--- src/rtl/cfg_pkt_pkg.sv ---
`timescale 1ns/1ps
package cfg_pkt_pkg;
  localparam int DW_W   = 32;
  localparam int BEAT_W = 64;

  localparam logic [7:0] FT_RD_T0 = 8'h04;
  localparam logic [7:0] FT_WR_T0 = 8'h44;
  localparam logic [7:0] FT_RD_T1 = 8'h05;
  localparam logic [7:0] FT_WR_T1 = 8'h45;
  localparam logic [7:0] TAG_RD   = 8'h1D;
  localparam logic [7:0] TAG_WR   = 8'h10;
  localparam logic [9:0] LEN_ONE  = 10'd1;
  localparam int PRI_BUS_OFS      = 'h18;

  typedef enum logic [1:0] {
    SZ_BYTE = 2'd0,
    SZ_HALF = 2'd1,
    SZ_WORD = 2'd2
  } acc_size_e;

  typedef enum logic [1:0] {
    ST_IDLE = 2'd0,
    ST_HDR  = 2'd1,
    ST_MID  = 2'd2,
    ST_LAST = 2'd3
  } seq_st_e;

  typedef struct packed {
    logic [DW_W-1:0] hdr0;
    logic [DW_W-1:0] hdr1;
    logic [DW_W-1:0] hdr2;
    logic [DW_W-1:0] data;
    logic            three_beat;
    logic            root_upd;
  } pkt_ctx_t;
endpackage

--- src/rtl/cfg_hdr_build.sv ---
`timescale 1ns/1ps
module cfg_hdr_build
  import cfg_pkt_pkg::*;
#(
  parameter int BUS_W = 8,
  parameter int DEVFN_W = 8,
  parameter int OFS_W = 12
) (
  input  logic               is_write,
  input  logic [BUS_W-1:0]   bus,
  input  logic [DEVFN_W-1:0] devfn,
  input  logic [OFS_W-1:0]   offset,
  input  logic [1:0]         size,
  input  logic [DW_W-1:0]    wdata,
  input  logic [BUS_W-1:0]   root_bus,
  output pkt_ctx_t           ctx
);
  localparam int LANES   = DW_W / 8;
  localparam int OFS_PAD = 16 - OFS_W;

  logic [1:0]       lane;
  logic             type0;
  logic [7:0]       fmt_code;
  logic [7:0]       tag;
  logic [7:0]       be;
  logic [DW_W-1:0]  masked;
  logic [DW_W-1:0]  shifted;
  logic [LANES-1:0] keep;

  assign lane  = offset[1:0];
  assign type0 = (bus == root_bus);

  always_comb begin
    unique case ({is_write, type0})
      2'b01:   fmt_code = FT_RD_T0;
      2'b00:   fmt_code = FT_RD_T1;
      2'b11:   fmt_code = FT_WR_T0;
      default: fmt_code = FT_WR_T1;
    endcase
    tag = is_write ? TAG_WR : TAG_RD;
  end

  always_comb begin
    unique case (size)
      SZ_BYTE: begin be = 8'(8'h01 << lane); keep = LANES'(1); end
      SZ_HALF: begin be = 8'(8'h03 << lane); keep = LANES'(3); end
      default: begin be = 8'h0F;             keep = '1;       end
    endcase
  end

  for (genvar g = 0; g < LANES; g++) begin : g_lane
    assign masked[g*8 +: 8] = keep[g] ? wdata[g*8 +: 8] : 8'h00;
  end

  assign shifted = is_write ? (masked << {lane, 3'b000}) : '0;

  always_comb begin
    ctx.hdr0       = {fmt_code, 14'h0, LEN_ONE};
    ctx.hdr1       = {root_bus, 8'h00, tag, be};
    ctx.hdr2       = {bus, devfn, {OFS_PAD{1'b0}}, offset[OFS_W-1:2], 2'b00};
    ctx.data       = shifted;
    ctx.three_beat = is_write && (offset[2:0] == 3'b000);
    ctx.root_upd   = is_write && type0 && (offset == OFS_W'(PRI_BUS_OFS));
  end
endmodule

--- src/rtl/cfg_beat_seq.sv ---
`timescale 1ns/1ps
module cfg_beat_seq
  import cfg_pkt_pkg::*;
#(
  parameter int BUS_W = 8
) (
  input  logic              clk,
  input  logic              rst_n,
  input  logic              accept,
  input  pkt_ctx_t          ctx_in,
  input  logic              pkt_ready,
  output logic              pkt_valid,
  output logic [BEAT_W-1:0] pkt_data,
  output logic              pkt_sop,
  output logic              pkt_eop,
  output logic              busy,
  output logic              root_we,
  output logic [BUS_W-1:0]  root_wval
);
  seq_st_e  state, state_nx;
  pkt_ctx_t ctx_q;
  logic     fire;

  assign fire = pkt_valid && pkt_ready;

  always_comb begin
    state_nx = state;
    unique case (state)
      ST_IDLE: if (accept) state_nx = ST_HDR;
      ST_HDR:  if (fire) state_nx = ctx_q.three_beat ? ST_MID : ST_LAST;
      ST_MID:  if (fire) state_nx = ST_LAST;
      default: if (fire) state_nx = ST_IDLE;
    endcase
  end

  always_ff @(posedge clk) begin
    if (!rst_n) begin
      state <= ST_IDLE;
      ctx_q <= '0;
    end else begin
      state <= state_nx;
      if (accept && state == ST_IDLE) ctx_q <= ctx_in;
    end
  end

  always_comb begin
    pkt_valid = (state != ST_IDLE);
    pkt_sop   = (state == ST_HDR);
    pkt_eop   = (state == ST_LAST);
    unique case (state)
      ST_HDR:  pkt_data = {ctx_q.hdr1, ctx_q.hdr0};
      ST_MID:  pkt_data = {32'h0, ctx_q.hdr2};
      ST_LAST: pkt_data = ctx_q.three_beat ? {32'h0, ctx_q.data}
                                           : {ctx_q.data, ctx_q.hdr2};
      default: pkt_data = '0;
    endcase
  end

  assign busy      = (state != ST_IDLE);
  assign root_we   = fire && (state == ST_LAST) && ctx_q.root_upd;
  assign root_wval = ctx_q.data[BUS_W-1:0];
endmodule

--- src/rtl/cfg_root_bus_reg.sv ---
`timescale 1ns/1ps
module cfg_root_bus_reg #(
  parameter int BUS_W = 8
) (
  input  logic             clk,
  input  logic             rst_n,
  input  logic             we,
  input  logic [BUS_W-1:0] wval,
  output logic [BUS_W-1:0] value
);
  always_ff @(posedge clk) begin
    if (!rst_n)  value <= '0;
    else if (we) value <= wval;
  end
endmodule

--- src/rtl/cfg_req_packer.sv ---
`timescale 1ns/1ps
module cfg_req_packer
  import cfg_pkt_pkg::*;
#(
  parameter int BUS_W = 8,
  parameter int DEVFN_W = 8,
  parameter int OFS_W = 12
) (
  input  logic               clk,
  input  logic               rst_n,
  input  logic               req_valid,
  output logic               req_ready,
  input  logic               req_write,
  input  logic [BUS_W-1:0]   req_bus,
  input  logic [DEVFN_W-1:0] req_devfn,
  input  logic [OFS_W-1:0]   req_offset,
  input  logic [1:0]         req_size,
  input  logic [31:0]        req_wdata,
  output logic               pkt_valid,
  input  logic               pkt_ready,
  output logic [63:0]        pkt_data,
  output logic               pkt_sop,
  output logic               pkt_eop,
  output logic               busy,
  output logic [BUS_W-1:0]   root_bus
);
  pkt_ctx_t         ctx;
  logic             accept;
  logic             root_we;
  logic [BUS_W-1:0] root_wval;

  assign req_ready = !busy;
  assign accept    = req_valid && req_ready;

  cfg_hdr_build #(.BUS_W(BUS_W), .DEVFN_W(DEVFN_W), .OFS_W(OFS_W)) u_hdr (
    .is_write(req_write), .bus(req_bus), .devfn(req_devfn),
    .offset(req_offset), .size(req_size), .wdata(req_wdata),
    .root_bus(root_bus), .ctx(ctx)
  );

  cfg_beat_seq #(.BUS_W(BUS_W)) u_seq (
    .clk(clk), .rst_n(rst_n), .accept(accept), .ctx_in(ctx),
    .pkt_ready(pkt_ready), .pkt_valid(pkt_valid), .pkt_data(pkt_data),
    .pkt_sop(pkt_sop), .pkt_eop(pkt_eop), .busy(busy),
    .root_we(root_we), .root_wval(root_wval)
  );

  cfg_root_bus_reg #(.BUS_W(BUS_W)) u_root (
    .clk(clk), .rst_n(rst_n), .we(root_we), .wval(root_wval),
    .value(root_bus)
  );
endmodule

--- config.mk ---
export PLATFORM = sky130hd
export DESIGN_NAME = cfg_req_packer
export DESIGN_NICKNAME = d
export VERILOG_FILES = /design/src/rtl/cfg_pkt_pkg.sv /design/src/rtl/cfg_hdr_build.sv /design/src/rtl/cfg_beat_seq.sv /design/src/rtl/cfg_root_bus_reg.sv /design/src/rtl/cfg_req_packer.sv
export SDC_FILE = /design/constraint.sdc
export NUM_CORES = 1
export LEC_CHECK = 0
export BUFFER_PORTS_ARGS = -buffer_cell sky130_fd_sc_hd__buf_2
export CAP_MARGIN = 30
export CELL_PAD_IN_SITES_DETAIL_PLACEMENT = 1
export CELL_PAD_IN_SITES_GLOBAL_PLACEMENT = 1
export CORE_UTILIZATION = 30
export CTS_CLUSTER_DIAMETER = 30
export CTS_CLUSTER_SIZE = 40
export DETAILED_ROUTE_END_ITERATION = 10
export GPL_TIMING_DRIVEN = 0
export PLACE_DENSITY_LB_ADDON = 0.1
export SLEW_MARGIN = 20
export SYNTH_ARGS = -nofsm -noshare
export SYNTH_HDL_FRONTEND = slang
export SYNTH_HIERARCHICAL = 1
export SYNTH_SLANG_ARGS = --single-unit
--- constraint.sdc ---
create_clock -name clk -period 4.3 [get_ports clk]
set_input_delay 0.86 -clock clk [delete_from_list [all_inputs] [get_ports clk]]
set_output_delay 0.86 -clock clk [all_outputs]
set_load 0.005 [all_outputs]
==> results of run 1 <==
## layout make-up
cell class	instances	area, µm²	area share
multi-input combinational	753	4250	0.427
sequential	140	2800	0.281
buffer	182	1240	0.125
timing repair buffer	134	671	0.0674
clock buffer	23	478	0.0480
tap	335	419	0.0421
clock inverter	8	67.6	0.00679
inverter	6	22.5	0.00226
## power groups by stage
stage	logic, W	clock network [W]	registers [W]
6_report	0.00163	0.00142	0.00165
5_1_grt	0.00181	0.00151	0.00168
4_1_cts	0.00164	0.00145	0.00165
3_5_place_dp	0.00164	0	0.00168
3_3_place_gp	0.00162	0	0.00167
2_1_floorplan	0.00109	0	0.00162
## flip-flops by register name (all words and copies together), names as in the netlist
signal and flops:
u_seq/root_wval 8, u_seq/state 2, u_seq/ctx_q 122, u_root/value 8
## placed cells by master, fill, tap and decap left out, types with 8 or more instances in the layout
cell / count
nand2_1: 275
buf_2: 165
dfxtp_1: 140
buf_4: 101
a21boi_1: 100
a22oi_1: 72
conb_1: 52
a21oi_1: 45
nor2_1: 44
o21ai_0: 34
clkbuf_1: 32
a21boi_0: 30
clkbuf_16: 17
buf_6: 15
mux2i_1: 12
nor2b_1: 11
and2_1: 10
xor2_1: 8
## through the flow
stage                      util  setup slack (ps)  total power (W)  cell area [µm²]
after floorplan               -              2110          0.00271             8320
after global placement    0.357              1460          0.00329             9410
after detailed placement  0.357              1460          0.00332             9410
after CTS                 0.378               995          0.00474             9960
after global routing      0.378               801          0.00499             9960
final                     0.378              1020          0.00470             9960
## cell usage after synthesis, types with 2 or more instances
library cell / n / share of area
nand2b_1: 5 / 0.0038
a221oi_2: 7 / 0.013
a22oi_1: 72 / 0.066
clkbuf_1: 29 / 0.013
conb_1: 2 / 0.00092
a211oi_1: 7 / 0.0065
o21ai_0: 34 / 0.021
o21bai_1: 2 / 0.0018
xor2_1: 8 / 0.0086
o22ai_1: 2 / 0.0015
mux2i_1: 12 / 0.015
buf_1: 3 / 0.0014
a21boi_0: 30 / 0.028
dfxtp_1: 140 / 0.34
mux2_2: 7 / 0.0097
a21boi_1: 100 / 0.092
buf_2: 31 / 0.019
nor2b_1: 11 / 0.0085
nor2_1: 44 / 0.020
a21oi_1: 45 / 0.028
nor4_1: 2 / 0.0015
buf_6: 15 / 0.021
and2_1: 10 / 0.0077
mux2_4: 7 / 0.013
nand2_1: 275 / 0.13
buf_4: 101 / 0.093
inv_1: 5 / 0.0023
ha_1: 7 / 0.011
## worst max-delay path by stage
stage / from / endpoint / slack, ps / cells after the start
2_1_floorplan: u_seq/state[1] / pkt_data[11] / 2110 / 6
3_5_place_dp: u_seq/state[1] / pkt_data[14] / 1460 / 6
6_report: u_seq/state[1] / pkt_data[23] / 1020 / 7
4_1_cts: u_seq/state[1] / pkt_data[14] / 1000 / 6
3_3_place_gp: u_seq/state[1] / pkt_data[17] / 1460 / 7
5_1_grt: u_seq/state[1] / pkt_data[17] / 800 / 7
## worst max-delay path: cells and delay by family, from the launching register on
family	cells	cell delay (ps)
compound gates	2	420
buf+inv	4	1020
fa+ha+maj	1	180
flops	1	370
## metal layers
metal,share of wire,track usage,vias up
met5,0,0,-
met4,0.0050,0.0431,0
met3,0.030,0.0285,8
met2,0.47,0.363,141
met1,0.49,0.312,3648
li1,-,-,3745
## kinds of logic (layout without fill, tap and decap cells)
logic type | count (synthesis) | after routing
mux | 26 | 26
simple gates | 357 | 357
buf+inv | 188 | 353
flops | 140 | 140
other cells | 2 | 52
fa+ha+maj | 7 | 7
compound gates | 303 | 303
xor+xnor | 8 | 8
==> metrics.yaml, run 1 <==
p_int_w: 0.00290
cts_sinks: 140
clockRootBuffer: "clkbuf_16"
synth_cells: 1031
dp_hpwl_mm: 23.2
stdcell_count: 1581
net-switching-power_w: 0.00181
drv_slew: 0
crit_path_max_fanout: 10
layout-drive-gt1-share: 0.272
p_comb_frac: 0.347
place_inst: 1550
dieHeight_um: 167
ys_warn_count: 6
clock_latency_ps: 420
clock_skew_ps: 7.93
rr_endpoint: "u_seq/ctx_q[100]"
synthMuxAreaShare: 0.0374
finalSetupTns_ps: 0
grt_pass1_wl_mm: 45.9
syn_area_um2: 8130
worstPathRequired_ps: 3440
path_cells: "inv_1, ha_1, buf_2, buf_1, a22oi_1, a21oi_1, buf_2"
die_w_um: 167
synth_top_family_by_area: "compound AO/OA/AOI/OAI gates"
r2r_start: "u_seq/state[0]"
synth-xor-area-share: 0.00861
finalHoldViolations: 0
ys_ff_latch: 140
synthAdderAreaFrac: 0.0108
vias_per_cell: 4.77
cp_slowest_cell: "buf_1"
routedWlPerCell_um: 19.0
crit_path_start_kind: "flop"
synth_compound_area_frac: 0.263
core_area_um2: 26400
finalSetupViolCount: 0
cts_tree: "yes"
status: "completed"
ctsHtreeMaxLevel: 4
synth_ff_type: "dfxtp_1"
grt_usage: 0.222
p_per_area_nw_per_um2: 472
crit_path_max_incr_delay_ps: 500
min_period_ps: 3280
hold_path.class: "flop to flop"
ys_seq_area_frac: 0.345
crit_top_cell: "buf_2"
syn_avg_cell_area_um2: 7.89
drtIter0Drc: 441
dr.pass1.iters: 5
port_buffers: 134
vias: 7542
syn2layout_area_growth_pct: 22.4
worst-r2r-cell-count: 9
wl_mm: 30.0
diodes: 0
fillerInstances: 3308
num_io_pins: 144
die_area_um2: 27800
ctsResizeCount: 0
worstSetupPathType: "flop to primary output"
pwr-share-clk: 0.302
overflow: 0
max-slew-margin-rel: 0.565
cts_buffers: 17
place_congestion: 0.853
async_flop_share: 0
hold_depth: 2
grt_pass1_vias: 7422
end_kind: "primary output"
hp-start: "u_seq/ctx_q[34]"
final.period_utilization: 0.763
grt_max_degree: 17
maxCapViolCount: 0
fin_nets: 1308
floorplan.initialDensity: 0.309
fmax_mhz: 305
rsz0062_at_grt: "no"
min_to: "u_seq/ctx_q[34]"
cp.arrival_ps: 2420
cts.clk_slew.worst_paths_ps: 60
route.detailed.drc: 0
antenna_found_initial: 0
reg2reg_slack_ps: 2030
yosys.area_share.simple: 0.180
clockBufferDepth: 2
power_leakage_nw: 4.17
tightestPinTransition_ps: 648
ctsHoldBuffers: 0
synth_edf_count: 0
drtAntennaViolNets: 0
netSwitchingFraction: 0.384
ys_types: 46
peakVddDrop_mv: 0.211
hold_ws_ps: 450
cts_setup_buffers: 0
num_rows: 59
p_seq_frac: 0.351
No activity file was read; power rests on OpenSTA's default activity.
==> inputs of run 2 (changes only) <==
--- a/config.mk
+++ b/config.mk
@@ -5,6 +5,7 @@
 export SDC_FILE = /design/constraint.sdc
 export NUM_CORES = 1
 export LEC_CHECK = 0
+export ABC_AREA = 1
 export BUFFER_PORTS_ARGS = -buffer_cell sky130_fd_sc_hd__buf_2
 export CAP_MARGIN = 30
 export CELL_PAD_IN_SITES_DETAIL_PLACEMENT = 1
==> constraint.sdc (replaced) <==
create_clock -name clk -period 3 [get_ports clk]
set_input_delay 0.6 -clock clk [delete_from_list [all_inputs] [get_ports clk]]
set_output_delay 0.6 -clock clk [all_outputs]
set_load 0.005 [all_outputs]
==> run 2 against run 1 <==
  * The run now ends with design-rule violations left
  * Die area fell by 0.90%
  * Non-clock buffer count up 1
  * Sequential cell count did not move
  * Clock power is 51% higher
  * Combinational power grew to 2.5 times the previous value
  * Utilization is 0.10 points higher
  * Count of clock-buffer cells in the layout decreased by 6
  * Synthesized area shrank 0.91%
  * Largest power group is now combinational logic
  * Global-route usage increased by 1.2 points
  * First-iteration DRC count down 6.1%
==> metrics.yaml, run 2 <==
antenna_found_initial: 0
diodes: 0
fillerInstances: 3485
drv_slew: 0
synth_cells: 1244
grt_util_met1: 0.313
wl_mm: 31.5
maxCapViolCount: 0
max_flop_register: "u_seq/ctx_q"
syn_avg_cell_area_um2: 6.48
grt_usage: 0.234
synth.top_cell.area_share: 0.348
min_period_ps: 2890
layout_common_cells: "nor2_1, nand2_1, buf_2"
final.period_utilization: 0.963
final_common_cell: "nor2_1"
synth_common_cells: "nor2_1, nand2_1, dfxtp_1, o21ai_0, buf_4"
finalHoldViolations: 0
max-slew-margin-rel: 0.575
clockBufferDepth: 2
synth_ff_type: "dfxtp_1"
clockRootBuffer: "clkbuf_16"
overflow: 0
die_area_um2: 27500
fin_nets: 1520
crit_path_start_kind: "flop"
worstSetupPathType: "flop to primary output"
routedWlPerCell_um: 17.6
status: "complete, but fails checks"
drtAntennaViolNets: 0
synth_top_area_cell: "dfxtp_1"
dieHeight_um: 166
cp.arrival_ps: 2290
ys_warn_count: 6
hold_path.class: "input pin to flop"
num_io_pins: 144
ctsHtreeMaxLevel: 4
cts_setup_buffers: 0
grt.busiest_layer: "met2"
finalSetupTns_ps: 0
ys_seq_area_frac: 0.348
syn2layout_area_growth_pct: 23.2
clock_latency_ps: 420
cts_sinks: 140
ys_types: 26
p_per_area_nw_per_um2: 927
port_buffers: 133
syn_area_um2: 8060
layout-drive-gt1-share: 0.239
peakVddDrop_mv: 0.362
vias_per_cell: 4.60
vias: 8261
crit_path_max_fanout: 10
end_kind: "primary output"
grt_pass1_wl_mm: 48.6
fmax_mhz: 346
ys_ff_latch: 140
dr.pass1.iters: 8
async_flop_share: 0
netlist_top_cells_area: "dfxtp_1, nor2_1, buf_4, nand2_1, o21ai_0"
tightestPinTransition_ps: 637
grt_pass1_vias: 8225
cts.clk_slew.worst_paths_ps: 60
synth_edf_count: 0
largest_register_ffs: 122
use_met3: 0.0312
synth.most_common_cell: "nor2_1"
finalSetupViolCount: 0
place_congestion: 0.864
ctsHoldBuffers: 0
cts_buffers: 17
worstPathRequired_ps: 2400
ctsResizeCount: 1
route.detailed.drc: 8
power_leakage_nw: 4.74
dp_hpwl_mm: 24.6
die_w_um: 166
use_met2: 0.393
violations: "design-rule violations"
drtIter0Drc: 414
total_power_w: 0.00920
core_area_um2: 26200
rsz0062_at_grt: "no"
floorplan.initialDensity: 0.308
num_rows: 59
grt_max_degree: 17
cts_tree: "yes"
clock_skew_ps: 7.19
run 2: path summary, 6_finish.rpt:
check	from	end	slack, ps	cells after the start
worst max-delay path	u_seq/state[0]	pkt_data[9]	110	6
worst min-delay path	rst_n	u_root/value[3]	420	3
worst max register to register	u_seq/state[0]	u_seq/ctx_q[57]	690	9
worst min register to register	u_seq/ctx_q[114]	u_seq/ctx_q[114]	480	2
run 2: per-stage QoR:
step,utilization,hold slack [ps],setup WS [ps],cell area (µm²),std cells
CTS,0.379,395,21.0,9920,1794
global placement,0.356,461,510,9330,1762
finish,0.379,417,111,9930,1794
floorplan,-,454,1190,8250,1294
detailed placement,0.356,473,473,9330,1762
global route,0.379,406,1.20,9930,1794
run 2: kinds of logic (layout without fill, tap and decap cells):
logic type	Yosys count	in the layout	share of synthesized area
other	2	52	0.000932
AND/OR/NAND/NOR	619	619	0.303
AO/OA/AOI/OAI	243	243	0.154
adder cells (fa/ha/maj)	7	7	0.0109
flip-flops	140	140	0.348
XOR/XNOR	5	5	0.00543
buffers and inverters	228	393	0.179
run 2: routing by layer:
layer	share of wire	routed length (µm)
met2	0.47	14700
met3	0.036	1130
met1	0.48	15200
met4	0.017	529
met5	0	0
run 2: cell type report:
cell class	count	area, µm²	area share
Clock buffer	17	425	0.0428
Buffer	184	1280	0.129
Sequential cell	140	2800	0.282
Clock inverter	15	163	0.0164
Tap cell	335	419	0.0422
Timing Repair Buffer	133	666	0.0670
Multi-Input combinational cell	926	4010	0.403
Inverter	44	165	0.0166
run 2: report_power, final:
group / switching, W / total, W / internal, W
registers: 0.000469 / 0.00298 / 0.00251
clock network: 0.000910 / 0.00215 / 0.00124
logic: 0.00272 / 0.00408 / 0.00136
total: 0.00410 / 0.00920 / 0.00511
run 2: critical path: stages, from the launching register on:
cell	delay (ps)
dfxtp_1	370
inv_1	160
ha_1	160
buf_2	300
clkbuf_1	500
nor2_1	190
buf_2	170
